[src/rtl/grb_pkg.sv]
package grb_pkg;
    localparam int ADDR_W   = 8;
    localparam int DATA_W   = 32;
    localparam int NBUF_DEF = 4;
    localparam int FLAG_DEF = 8;
    localparam int FIL_DEF  = 16;
    localparam int CMD_W    = 4;

    localparam int BUF_WORD = 4;
    localparam int FIL_WORD = 8;

    localparam logic [CMD_W-1:0] CMD_RUN  = 4'b0101;
    localparam logic [7:0]       CFGA_RST = 8'h3C;
    localparam logic [7:0]       CFGB_RST = 8'h10;
    localparam logic [7:0]       BCFG_RST = 8'h00;

    localparam int BIT_DIS  = 0;
    localparam int BIT_ENA  = 1;
    localparam int BIT_ST   = 2;
    localparam int BIT_PEND = 3;

    typedef enum logic [2:0] {
        RG_CMD, RG_CFG, RG_FLAG, RG_BUF, RG_FIL, RG_NONE
    } reg_sel_e;

    typedef struct packed {
        reg_sel_e   sel;
        logic [7:0] idx;
    } decode_t;

    function automatic decode_t grb_decode(input logic [ADDR_W-1:0] a, input int nbuf);
        decode_t d;
        int      wi;
        wi    = int'(a[ADDR_W-1:2]);
        d.sel = RG_NONE;
        d.idx = '0;
        if (wi == 0)      d.sel = RG_CMD;
        else if (wi == 1) d.sel = RG_CFG;
        else if (wi == 2) d.sel = RG_FLAG;
        else if (wi >= BUF_WORD && wi < BUF_WORD + nbuf) begin
            d.sel = RG_BUF;
            d.idx = 8'(wi - BUF_WORD);
        end else if (wi >= FIL_WORD && wi < FIL_WORD + nbuf) begin
            d.sel = RG_FIL;
            d.idx = 8'(wi - FIL_WORD);
        end
        return d;
    endfunction
endpackage

[src/rtl/grb_flag_bank.sv]
module grb_flag_bank #(
    parameter int W = 8
) (
    input  logic         clk,
    input  logic         rst,
    input  logic [W-1:0] set_i,
    input  logic [W-1:0] clr_i,
    output logic [W-1:0] flags_o
);
    logic [W-1:0] flags_q;

    always_ff @(posedge clk) begin
        if (rst) flags_q <= '0;
        else     flags_q <= (flags_q & ~clr_i) | set_i;
    end

    assign flags_o = flags_q;

    // a hardware set is never lost, even under a same-cycle clear
    a_r5_set_wins: assert property (@(posedge clk) disable iff (rst)
        (|set_i) |=> ((flags_q & $past(set_i)) == $past(set_i)));

    // a flag rises only when hardware asked for it
    a_r4_no_spurious_set: assert property (@(posedge clk) disable iff (rst)
        1'b1 |=> ((flags_q & ~$past(flags_q) & ~$past(set_i)) == '0));
endmodule

[src/rtl/grb_buf_ctrl.sv]
module grb_buf_ctrl import grb_pkg::*; (
    input  logic       clk,
    input  logic       rst,
    input  logic       wr_i,
    input  logic       dis_trig_i,
    input  logic       ena_trig_i,
    input  logic [7:0] cfg_wdata_i,
    input  logic       perm_i,
    input  logic       grant_i,
    output logic       en_o,
    output logic       pend_o,
    output logic [7:0] cfg_o
);
    logic       en_q;
    logic       pend_q;
    logic [7:0] cfg_q;

    always_ff @(posedge clk) begin
        if (rst) begin
            en_q   <= 1'b0;
            pend_q <= 1'b0;
            cfg_q  <= BCFG_RST;
        end else begin
            pend_q <= 1'b0;
            if (wr_i) begin
                if (dis_trig_i && en_q)  pend_q <= 1'b1;
                if (ena_trig_i && !en_q) en_q   <= 1'b1;
                if (!en_q || perm_i)     cfg_q  <= cfg_wdata_i;
            end
            // granted disable: overrides any same-cycle host write
            if (pend_q && grant_i) begin
                en_q   <= 1'b0;
                pend_q <= 1'b0;
                cfg_q  <= BCFG_RST;
            end
        end
    end

    assign en_o   = en_q;
    assign pend_o = pend_q;
    assign cfg_o  = cfg_q;

    // a request only exists for a buffer that was enabled
    a_r8_req_needs_enable: assert property (@(posedge clk) disable iff (rst)
        pend_q |-> $past(en_q));

    // the status only falls on a granted request
    a_r9_fall_needs_grant: assert property (@(posedge clk) disable iff (rst)
        $fell(en_q) |-> $past(pend_q && grant_i));

    // the configuration byte is restored on the disabling edge
    a_r9_cfg_restored: assert property (@(posedge clk) disable iff (rst)
        $fell(en_q) |-> (cfg_q == BCFG_RST));
endmodule

[src/rtl/grb_filter_mem.sv]
module grb_filter_mem #(
    parameter int DEPTH = 4,
    parameter int W     = 16,
    parameter int IDX_W = 2
) (
    input  logic             clk,
    input  logic             we_i,
    input  logic [IDX_W-1:0] widx_i,
    input  logic [W-1:0]     wdata_i,
    input  logic [IDX_W-1:0] ridx_i,
    output logic [W-1:0]     rdata_o
);
    logic [W-1:0] mem [DEPTH];

    always_ff @(posedge clk) begin
        if (we_i) mem[widx_i] <= wdata_i;
    end

    assign rdata_o = mem[ridx_i];
endmodule

[src/rtl/ctl_guard_regbank.sv]
module ctl_guard_regbank import grb_pkg::*; #(
    parameter int NBUF   = NBUF_DEF,
    parameter int FLAG_W = FLAG_DEF,
    parameter int FIL_W  = FIL_DEF
) (
    input  logic              clk,
    input  logic              rst,
    input  logic [ADDR_W-1:0] addr_i,
    input  logic [DATA_W-1:0] wdata_i,
    input  logic              we_i,
    output logic [DATA_W-1:0] rdata_o,
    input  logic [4:0]        perm_i,
    input  logic [FLAG_W-1:0] flag_set_i,
    input  logic [NBUF-1:0]   grant_i,
    output logic [NBUF-1:0]   dis_req_o,
    output logic [NBUF-1:0]   buf_en_o,
    output logic              run_o
);
    localparam int IDX_W = (NBUF > 1) ? $clog2(NBUF) : 1;

    decode_t          dec;
    logic [IDX_W-1:0] bidx;
    logic             wr_cmd, wr_cfg, wr_flag, wr_fil;
    logic [NBUF-1:0]  wr_buf;

    assign dec     = grb_decode(addr_i, NBUF);
    assign bidx    = dec.idx[IDX_W-1:0];
    assign wr_cmd  = we_i && (dec.sel == RG_CMD);
    assign wr_cfg  = we_i && (dec.sel == RG_CFG);
    assign wr_flag = we_i && (dec.sel == RG_FLAG);
    assign wr_fil  = we_i && (dec.sel == RG_FIL);

    // command and configuration fields
    logic [CMD_W-1:0] cmd_q;
    logic [7:0]       cfga_q, cfgb_q;
    logic             run_q;

    always_ff @(posedge clk) begin
        if (rst) begin
            cmd_q  <= '0;
            cfga_q <= CFGA_RST;
            cfgb_q <= CFGB_RST;
            run_q  <= 1'b0;
        end else begin
            run_q <= 1'b0;
            if (wr_cfg && (perm_i[0] || perm_i[1])) cfga_q <= wdata_i[7:0];
            if (wr_cfg && perm_i[2])                cfgb_q <= wdata_i[15:8];
            if (wr_cmd) begin
                cmd_q <= wdata_i[CMD_W-1:0];
                if (wdata_i[CMD_W-1:0] == CMD_RUN) begin
                    run_q  <= 1'b1;
                    cfgb_q <= CFGB_RST;
                end
            end
        end
    end

    assign run_o = run_q;

    // write-one-to-clear flags
    logic [FLAG_W-1:0] flags;
    logic [FLAG_W-1:0] flag_clr;

    assign flag_clr = wr_flag ? wdata_i[FLAG_W-1:0] : '0;

    grb_flag_bank #(.W(FLAG_W)) u_flags (
        .clk     (clk),
        .rst     (rst),
        .set_i   (flag_set_i),
        .clr_i   (flag_clr),
        .flags_o (flags)
    );

    // per-buffer enable/disable handshake
    logic [NBUF-1:0][7:0] bcfg;
    logic [NBUF-1:0]      bpend;

    for (genvar b = 0; b < NBUF; b++) begin : g_buf
        assign wr_buf[b] = we_i && (dec.sel == RG_BUF) && (bidx == IDX_W'(b));

        grb_buf_ctrl u_buf (
            .clk         (clk),
            .rst         (rst),
            .wr_i        (wr_buf[b]),
            .dis_trig_i  (wdata_i[BIT_DIS]),
            .ena_trig_i  (wdata_i[BIT_ENA]),
            .cfg_wdata_i (wdata_i[15:8]),
            .perm_i      (perm_i[3]),
            .grant_i     (grant_i[b]),
            .en_o        (buf_en_o[b]),
            .pend_o      (bpend[b]),
            .cfg_o       (bcfg[b])
        );
    end

    assign dis_req_o = bpend;

    // filter table, no reset
    logic [FIL_W-1:0] fil_rdata;
    logic             fil_we;

    assign fil_we = wr_fil && (!buf_en_o[bidx] || perm_i[4]);

    grb_filter_mem #(.DEPTH(NBUF), .W(FIL_W), .IDX_W(IDX_W)) u_fil (
        .clk     (clk),
        .we_i    (fil_we),
        .widx_i  (bidx),
        .wdata_i (wdata_i[FIL_W-1:0]),
        .ridx_i  (bidx),
        .rdata_o (fil_rdata)
    );

    // readback
    always_comb begin
        rdata_o = '0;
        case (dec.sel)
            RG_CMD:  rdata_o[CMD_W-1:0]  = cmd_q;
            RG_CFG:  rdata_o[15:0]       = {cfgb_q, cfga_q};
            RG_FLAG: rdata_o[FLAG_W-1:0] = flags;
            RG_BUF: begin
                rdata_o[15:8]     = bcfg[bidx];
                rdata_o[BIT_ST]   = buf_en_o[bidx];
                rdata_o[BIT_PEND] = bpend[bidx];
            end
            RG_FIL:  rdata_o[FIL_W-1:0]  = fil_rdata;
            default: rdata_o = '0;
        endcase
    end

    logic unused_bits;
    assign unused_bits = ^{wdata_i[DATA_W-1:16], dec.idx};

    // a refused configuration write leaves field A untouched
    a_r3_locked_cfga: assert property (@(posedge clk) disable iff (rst)
        (wr_cfg && !(perm_i[0] || perm_i[1])) |=> $stable(cfga_q));

    // a refused configuration write leaves field B untouched
    a_r3_locked_cfgb: assert property (@(posedge clk) disable iff (rst)
        (wr_cfg && !perm_i[2]) |=> $stable(cfgb_q));

    // while the run pulse is high, field B shows its restored value
    a_r7_run_restores: assert property (@(posedge clk) disable iff (rst)
        run_o |-> (cfgb_q == CFGB_RST));

    // the run pulse lasts one cycle
    a_r7_run_single: assert property (@(posedge clk) disable iff (rst)
        run_o |=> !run_o);
endmodule

[config.mk]
export PLATFORM = sky130hd
export DESIGN_NAME = ctl_guard_regbank
export DESIGN_NICKNAME = d
export VERILOG_FILES = /design/src/rtl/grb_pkg.sv /design/src/rtl/grb_flag_bank.sv /design/src/rtl/grb_buf_ctrl.sv /design/src/rtl/grb_filter_mem.sv /design/src/rtl/ctl_guard_regbank.sv
export SDC_FILE = /design/constraint.sdc
export NUM_CORES = 1
export LEC_CHECK = 0
export BUFFER_PORTS_ARGS = -buffer_cell sky130_fd_sc_hd__buf_2
export CORE_MARGIN = 2
export CORE_UTILIZATION = 42
export CTS_CLUSTER_DIAMETER = 60
export DETAILED_ROUTE_END_ITERATION = 7
export PLACE_DENSITY = 0.66
export SKIP_LAST_GASP = 1
export SYNTH_ARGS = -nofsm -noshare
export SYNTH_HDL_FRONTEND = slang
export SYNTH_HIERARCHICAL = 1
export SYNTH_SLANG_ARGS = --single-unit
[constraint.sdc]
create_clock -name clk -period 6.7 [get_ports clk]
set_clock_uncertainty 0.05 [all_clocks]
set_input_delay 0.67 -clock clk [delete_from_list [all_inputs] [get_ports clk]]
set_output_delay 0.67 -clock clk [all_outputs]
set_load 0.01 [all_outputs]
# Word level (Yosys, flattened, before mapping)
# Memories as Yosys holds them, arrays and structs flattened.
# Cells that the tools add are included.
dict set report word_totals {
  in_bits 60
  wordCells 129
  memories 1
  regBits 69
  ramBits 64
  out_inout_bits 41
}
dict set report classes {
  bitwise_logic 8
  n_addsub 2
  muxes 29
  n_reduce_logical 57
  n_eq_ne 10
  order_cmp 5
}
# memory depth word_bits rd rd_clocked_by_memory_dff wr line
set memory_table {}
lappend memory_table {u_fil.mem 4 16 1 0 1 grb_filter_mem.sv:13} ;# logic [W-1:0] mem [DEPTH];
# op n
set ops {}
lappend ops {{two-way mux 8 bit} 5}
lappend ops {{logical AND 1 bit} 26}
lappend ops {{case mux 8 bit (3 select lines)} 1}
lappend ops {{binary-select mux 8 bit (select 2 bit)} 1}
lappend ops {{AND reduction 2 bit} 8}
lappend ops {{less-than comparator 6 x 4 -> 1 bit (second input constant)} 2}
lappend ops {{case mux 4 bit (3 select lines)} 1}
lappend ops {{OR reduction 3 bit} 4}
lappend ops {{two-way mux 11 bit} 1}
lappend ops {{case mux 2 bit (5 select lines)} 1}
lappend ops {{OR reduction 2 bit} 5}
lappend ops {{two-way mux 1 bit} 9}
lappend ops {{two-way mux 3 bit} 3}
lappend ops {{two-way mux 9 bit} 1}
lappend ops {{AND 8 bit} 1}
lappend ops {{NOT 8 bit} 1}
lappend ops {{bitwise OR 8 bit} 1}
lappend ops {{case mux 2 bit (4 select lines)} 1}
lappend ops {{subtractor 6 x 3 -> 7 bit (second input constant)} 1}
lappend ops {{subtractor 6 x 4 -> 7 bit (second input constant)} 1}
lappend ops {{equality test 3 x 2 -> 1 bit (second input constant)} 2}
lappend ops {{equality test 6 x 2 -> 1 bit (second input constant)} 1}
lappend ops {{equality test 6 x 3 -> 1 bit (second input constant)} 1}
lappend ops {{>= comparator 6 x 3 -> 1 bit (second input constant)} 1}
lappend ops {{15 further kinds} 32}

# Longest topological paths before layout
dict set report depth {
  depth_word 14
  depth_mapped 8
  depth_no_buf 7
}

# Modules after synthesis
# The synthesis kept the hierarchy.
# module area_each_um2 n_inst seq_area_each_um2 cells_per_inst
set by_module_without_submodules {}
lappend by_module_without_submodules {grb_filter_mem 2377.3 1 1921.8 88}
lappend by_module_without_submodules {grb_buf_ctrl 484.2 4 200.2 44}
lappend by_module_without_submodules {ctl_guard_regbank 1669.1 1 420.4 204}
lappend by_module_without_submodules {grb_flag_bank 381.6 1 160.2 33}

# Least setup slack after synthesis
# No wires, ideal clock.
dict set report synth_path {
  path_kind {input-to-reg}
  from {input port addr_i[6]}
  to {memory u_fil.mem[0][0] (enable)}
  setup_slack_ps 3247
  cell_stages 4
  t_required_ps 6237
  setup_ps 413
  arrival_ps 2990
  path_cell_list {nor4b_2 > clkbuf_1 > o311a_1 > nor3b_1}
}
dict set report synth_between {
  elab_chain_len 14
}
# element line
set synth_lines {}
lappend synth_lines {{start: declaration} ctl_guard_regbank.sv:8} ;# input logic [ADDR_W-1:0] addr_i,
lappend synth_lines {{>= comparator 6 x 4 -> 1 bit / less-than comparator 6 x 4 -> 1 bit (equally long branches)} grb_pkg.sv:43} ;# end else if (wi >= FIL_WORD && wi < FIL_WORD + nbuf) begin
lappend synth_lines {{logical AND 1 bit} grb_pkg.sv:43}
lappend synth_lines {{two-way mux 9 bit} grb_pkg.sv:43}
lappend synth_lines {{two-way mux 11 bit} grb_pkg.sv:40} ;# else if (wi >= BUF_WORD && wi < BUF_WORD + nbuf) begin
lappend synth_lines {{two-way mux 2 bit} grb_pkg.sv:39} ;# else if (wi == 2) d.sel = RG_FLAG;
lappend synth_lines {{two-way mux 2 bit} grb_pkg.sv:38} ;# else if (wi == 1) d.sel = RG_CFG;
lappend synth_lines {{two-way mux 2 bit} grb_pkg.sv:37} ;# if (wi == 0) d.sel = RG_CMD;
lappend synth_lines {{binary-select mux 1 bit (select 2 bit)} ctl_guard_regbank.sv:102} ;# assign fil_we = wr_fil && (!buf_en_o[bidx] || perm_i[4]);
lappend synth_lines {{two-way mux 1 bit (implied by the code)} ctl_guard_regbank.sv:102}
lappend synth_lines {{logical NOT 1 bit} ctl_guard_regbank.sv:102}
lappend synth_lines {{logical OR 1 bit} ctl_guard_regbank.sv:102}
lappend synth_lines {{logical AND 1 bit (*)} ctl_guard_regbank.sv:102}
lappend synth_lines {{named net fil_we} ctl_guard_regbank.sv:100} ;# logic fil_we;
lappend synth_lines {{two-way mux 1 bit (*)} grb_filter_mem.sv:16} ;# if (we_i) mem[widx_i] <= wdata_i;
lappend synth_lines {{two-way mux 1 bit (implied by the code) (*)} grb_filter_mem.sv:16}
lappend synth_lines {{end: declaration} grb_filter_mem.sv:13}
# Mark *: on every way through the listed nets, which the timed path passes. The rest lies on a longest branch. The select of a mux whose other input is x is not followed.

# Worst setup path in the final report
dict set report layout_path {
  from {input port addr_i[4]}
  to {output port rdata_o[9]}
}
# element line
set layout_lines {}
lappend layout_lines {{>= comparator 6 x 4 -> 1 bit / less-than comparator 6 x 4 -> 1 bit (equally long branches)} grb_pkg.sv:43}
lappend layout_lines {{logical AND 1 bit} grb_pkg.sv:43}
lappend layout_lines {{two-way mux 9 bit} grb_pkg.sv:43}
lappend layout_lines {{two-way mux 11 bit} grb_pkg.sv:40}
lappend layout_lines {{two-way mux 2 bit} grb_pkg.sv:39}
lappend layout_lines {{two-way mux 2 bit} grb_pkg.sv:38}
lappend layout_lines {{two-way mux 2 bit (*)} grb_pkg.sv:37}
lappend layout_lines {{named net bidx[1]} ctl_guard_regbank.sv:22} ;# logic [IDX_W-1:0] bidx;
lappend layout_lines {{memory (4 x 16 bit) (*)} n/a}
lappend layout_lines {{named net fil_rdata[9]} ctl_guard_regbank.sv:99} ;# logic [FIL_W-1:0] fil_rdata;
lappend layout_lines {{case mux 8 bit (3 select lines) (*)} ctl_guard_regbank.sv:116} ;# case (dec.sel)
lappend layout_lines {{end: declaration} ctl_guard_regbank.sv:11} ;# output logic [DATA_W-1:0] rdata_o,
# Marked as above.

==> impl_metrics.json <==
{
  "crit_slowest_cell": "inv_1",
  "clkLatencyLatePin_ps": 420,
  "slew_viol_final": 0,
  "grt_util_all_layers_pct": 19.11,
  "synth.distinct_cells": 58,
  "dr.pass1.iters": 5,
  "cp-start-kind": "primary input",
  "power.density_nw_per_um2": 253.9,
  "multi_input_area_sq_um": 2655,
  "worstSetupPathType": "in -> out",
  "path_cells": "buf_2 > xor2_1 > nand3_2 > inv_1 > mux4_2 > a22oi_1 > o21ai_0 > buf_2",
  "fillers": 1283,
  "antenna_left": 0,
  "wl_per_cell_um": 19.65,
  "worstHoldPathCells": 2,
  "grt_pass1_vias": 4443,
  "synth_top_cell_by_area": "edfxtp_1",
  "holdPathEnd": "g_buf[2].u_buf/cfg_o[4]",
  "final.min_clock_period_ps": 4110,
  "synth.area.top_cells": "edfxtp_1, dfxtp_1, a21oi_2, o21ai_2, nand3b_1",
  "critPathArrivalTime_ps": 3390,
  "h-tree-depth": 4,
  "io_pins": 101,
  "gp_congestion": 0.7929,
  "numCtsBuffers": 17,
  "area_growth_syn_to_layout_pct": 14.06,
  "cp_max_fo": 20,
  "worst-endpoint-required_ps": 5980,
  "nets": 621,
  "ys_seq_area_share_pct": 51.90,
  "seqCellArea_sq_um": 3303,
  "totalPowerFinal_uw": 1843,
  "n_antenna_cell": 0,
  "antenna_found_initial": 0,
  "max_freq_ghz": 0.2433,
  "post_cts_buffers": 0,
  "finalHoldViolCount": 0,
  "fp-row-count": 44,
  "hp-start": "g_buf[2].u_buf/cfg_o[4]",
  "worstSetupEndpointType": "output port",
  "cap_violations": 0,
  "vias_per_cell": 5.633,
  "maxSlewHeadroom_pct": 14.98,
  "grt_pass1_wl_mm": 23.58,
  "dpl.hpwl_mm": 9.995,
  "ys_warn_count": 6,
  "grt_max_degree": 31,
  "drtIter0Drc": 345,
  "final_core_util_pct": 49.57,
  "ys_ff_latch": 133,
  "start_util_pct": 43.46,
  "grt_overflow": 0,
  "cp_slowest_stage_delay_ps": 710,
  "p_leak_uw": 0.002629,
  "ys.flop_type": "dfxtp_1",
  "syn_avg_cell_area_sq_um": 12.70,
  "finish.instance_area_sq_um": 7259,
  "vdd.ir_drop.worst_v": 0.0002530,
  "cts_resized": 0,
  "drive_gt1_share_pct": 37.11,
  "wirelength_mm": 14.90,
  "status": "complete, no violations",
  "drc": 0,
  "final-setup-viol-count": 0,
  "async_flop_share_pct": 0,
  "clock_path_buffers": 2,
  "synth_edf_count": 64,
  "dieArea_sq_um": 16160,
  "synth_top_area_share_pct": 30.19,
  "r2r-end": "u_fil/mem[2][9]",
  "synthCells": 501,
  "postPlaceCellArea_sq_um": 6694,
  "core_sq_um": 14640,
  "worst-r2r-cell-count": 5,
  "cts_tree": "done",
  "reg2reg_from": "g_buf[3].u_buf/en_o",
  "holdWs_ps": 413.2,
  "cts.clk_slew.worst_paths_ps": 60,
  "min_period_over_period_pct": 61.34,
  "worst_pin_slew_ps": 1274,
  "rrSetupSlack_ps": 4440,
  "die_h_um": 127.1,
  "worstHoldPathType": "reg -> reg",
  "crit_top_cell": "buf_2",
  "vias": 4270,
  "cts.sink_count": 133,
  "die_x_um": 127.1,
  "cts_hold_buf": 0,
  "syn_area_sq_um": 6365,
  "cts_root_buf": "clkbuf_16",
  "fin_setup_tns_ps": 0,
  "grt_setup_unrepaired": "no",
  "io_buffer_count": 66
}
critical path, delay by kind of cell:
kind | cells | cell delay, ps
buffers and inverters | 3 | 1050
xor gates and xnor gates | 1 | 470
AOI/OAI and AO/OA | 2 | 420
muxes | 1 | 410
and+or+nand+nor | 1 | 350
worst max-delay path by stage:
stage                    from               to  depth (start not counted)
floorplan           addr_i[6]  u_fil/mem[0][0]                          4
global placement    addr_i[5]       rdata_o[9]                          8
detailed placement  addr_i[4]       rdata_o[9]                          8
CTS                 addr_i[4]       rdata_o[9]                          8
global route        addr_i[4]       rdata_o[9]                          8
finish              addr_i[4]       rdata_o[9]                          8
placed cells by master, fill, tap and decap left out, types with 17 or more instances in the layout:
master	count
clkbuf_16	17
mux2i_1	17
nor2_1	33
nand3b_1	32
buf_2	66
a21oi_2	40
o21ai_2	32
dfxtp_1	69
edfxtp_1	64
synth_stat cells (6+ instances only):
master    count
a211oi_1      8
a21oi_1       9
a21oi_2      40
a22oi_1      16
and3_1       10
buf_2         9
buf_4        20
clkbuf_1      6
dfxtp_1      69
edfxtp_1     64
inv_1        16
mux2i_1      17
mux4_1        6
mux4_2       10
nand2b_4      8
nand3b_1     32
nor2_1       33
nor2b_1       8
o21ai_0       8
o21ai_2      32
o221ai_1      8
stage by stage:
step	std cells	worst slack [ps]
2_1_floorplan	516	3247
3_3_place_gp	726	2602
3_5_place_dp	726	2526
4_1_cts	758	2507
5_1_grt	758	2417
6_report	758	2590
logic make-up (layout without fill, tap and decap cells):
group | Yosys count | in the layout | synth area share [%]
AND/OR/NAND/NOR | 130 | 130 | 14.35
other | 1 | 16 | 0.05892
XOR/XNOR | 1 | 1 | 0.1376
flip-flops | 133 | 133 | 51.90
buffers and inverters | 66 | 124 | 7.450
AO/OA/AOI/OAI | 137 | 137 | 17.42
multiplexers | 33 | 33 | 8.689
area by class of cell:
type / count / share of cell area [%]
inverter: 20 / 1.792
tap: 184 / 3.171
timing repair buffer: 72 / 5.171
sequential: 133 / 45.50
multi-input combinational: 317 / 36.57
clock buffer: 18 / 6.050
clock inverter: 14 / 1.741
flip-flops by register name, indices dropped and copies added, names as in the netlist:
register	flops
g_buf.u_buf/cfg_o	32
u_fil/mem	64
cmd_q	4
g_buf.u_buf/pend_o	4
run_o	1
cfga_q	8
u_flags/flags_o	8
cfgb_q	8
g_buf.u_buf/en_o	4
per-layer routing:
layer / vias to the layer above / wire, um / part of all wire (%) / GRT usage (%)
li1: 1982 / - / - / -
met3: 19 / 801 / 5.4 / 4.606
met5: - / 0 / 0 / 0
met2: 139 / 7215 / 48 / 31.40
met1: 2130 / 6604 / 44 / 24.68
met4: 0 / 273 / 1.8 / 7.175
power by group:
group | internal, uW | switching [uW] | total, uW
logic | 33.5 | 66.1 | 99.6
clock network | 521 | 359 | 881
registers | 858 | 5.12 | 863
total | 1410 | 431 | 1840
Power figures use the tool's default switching activity.
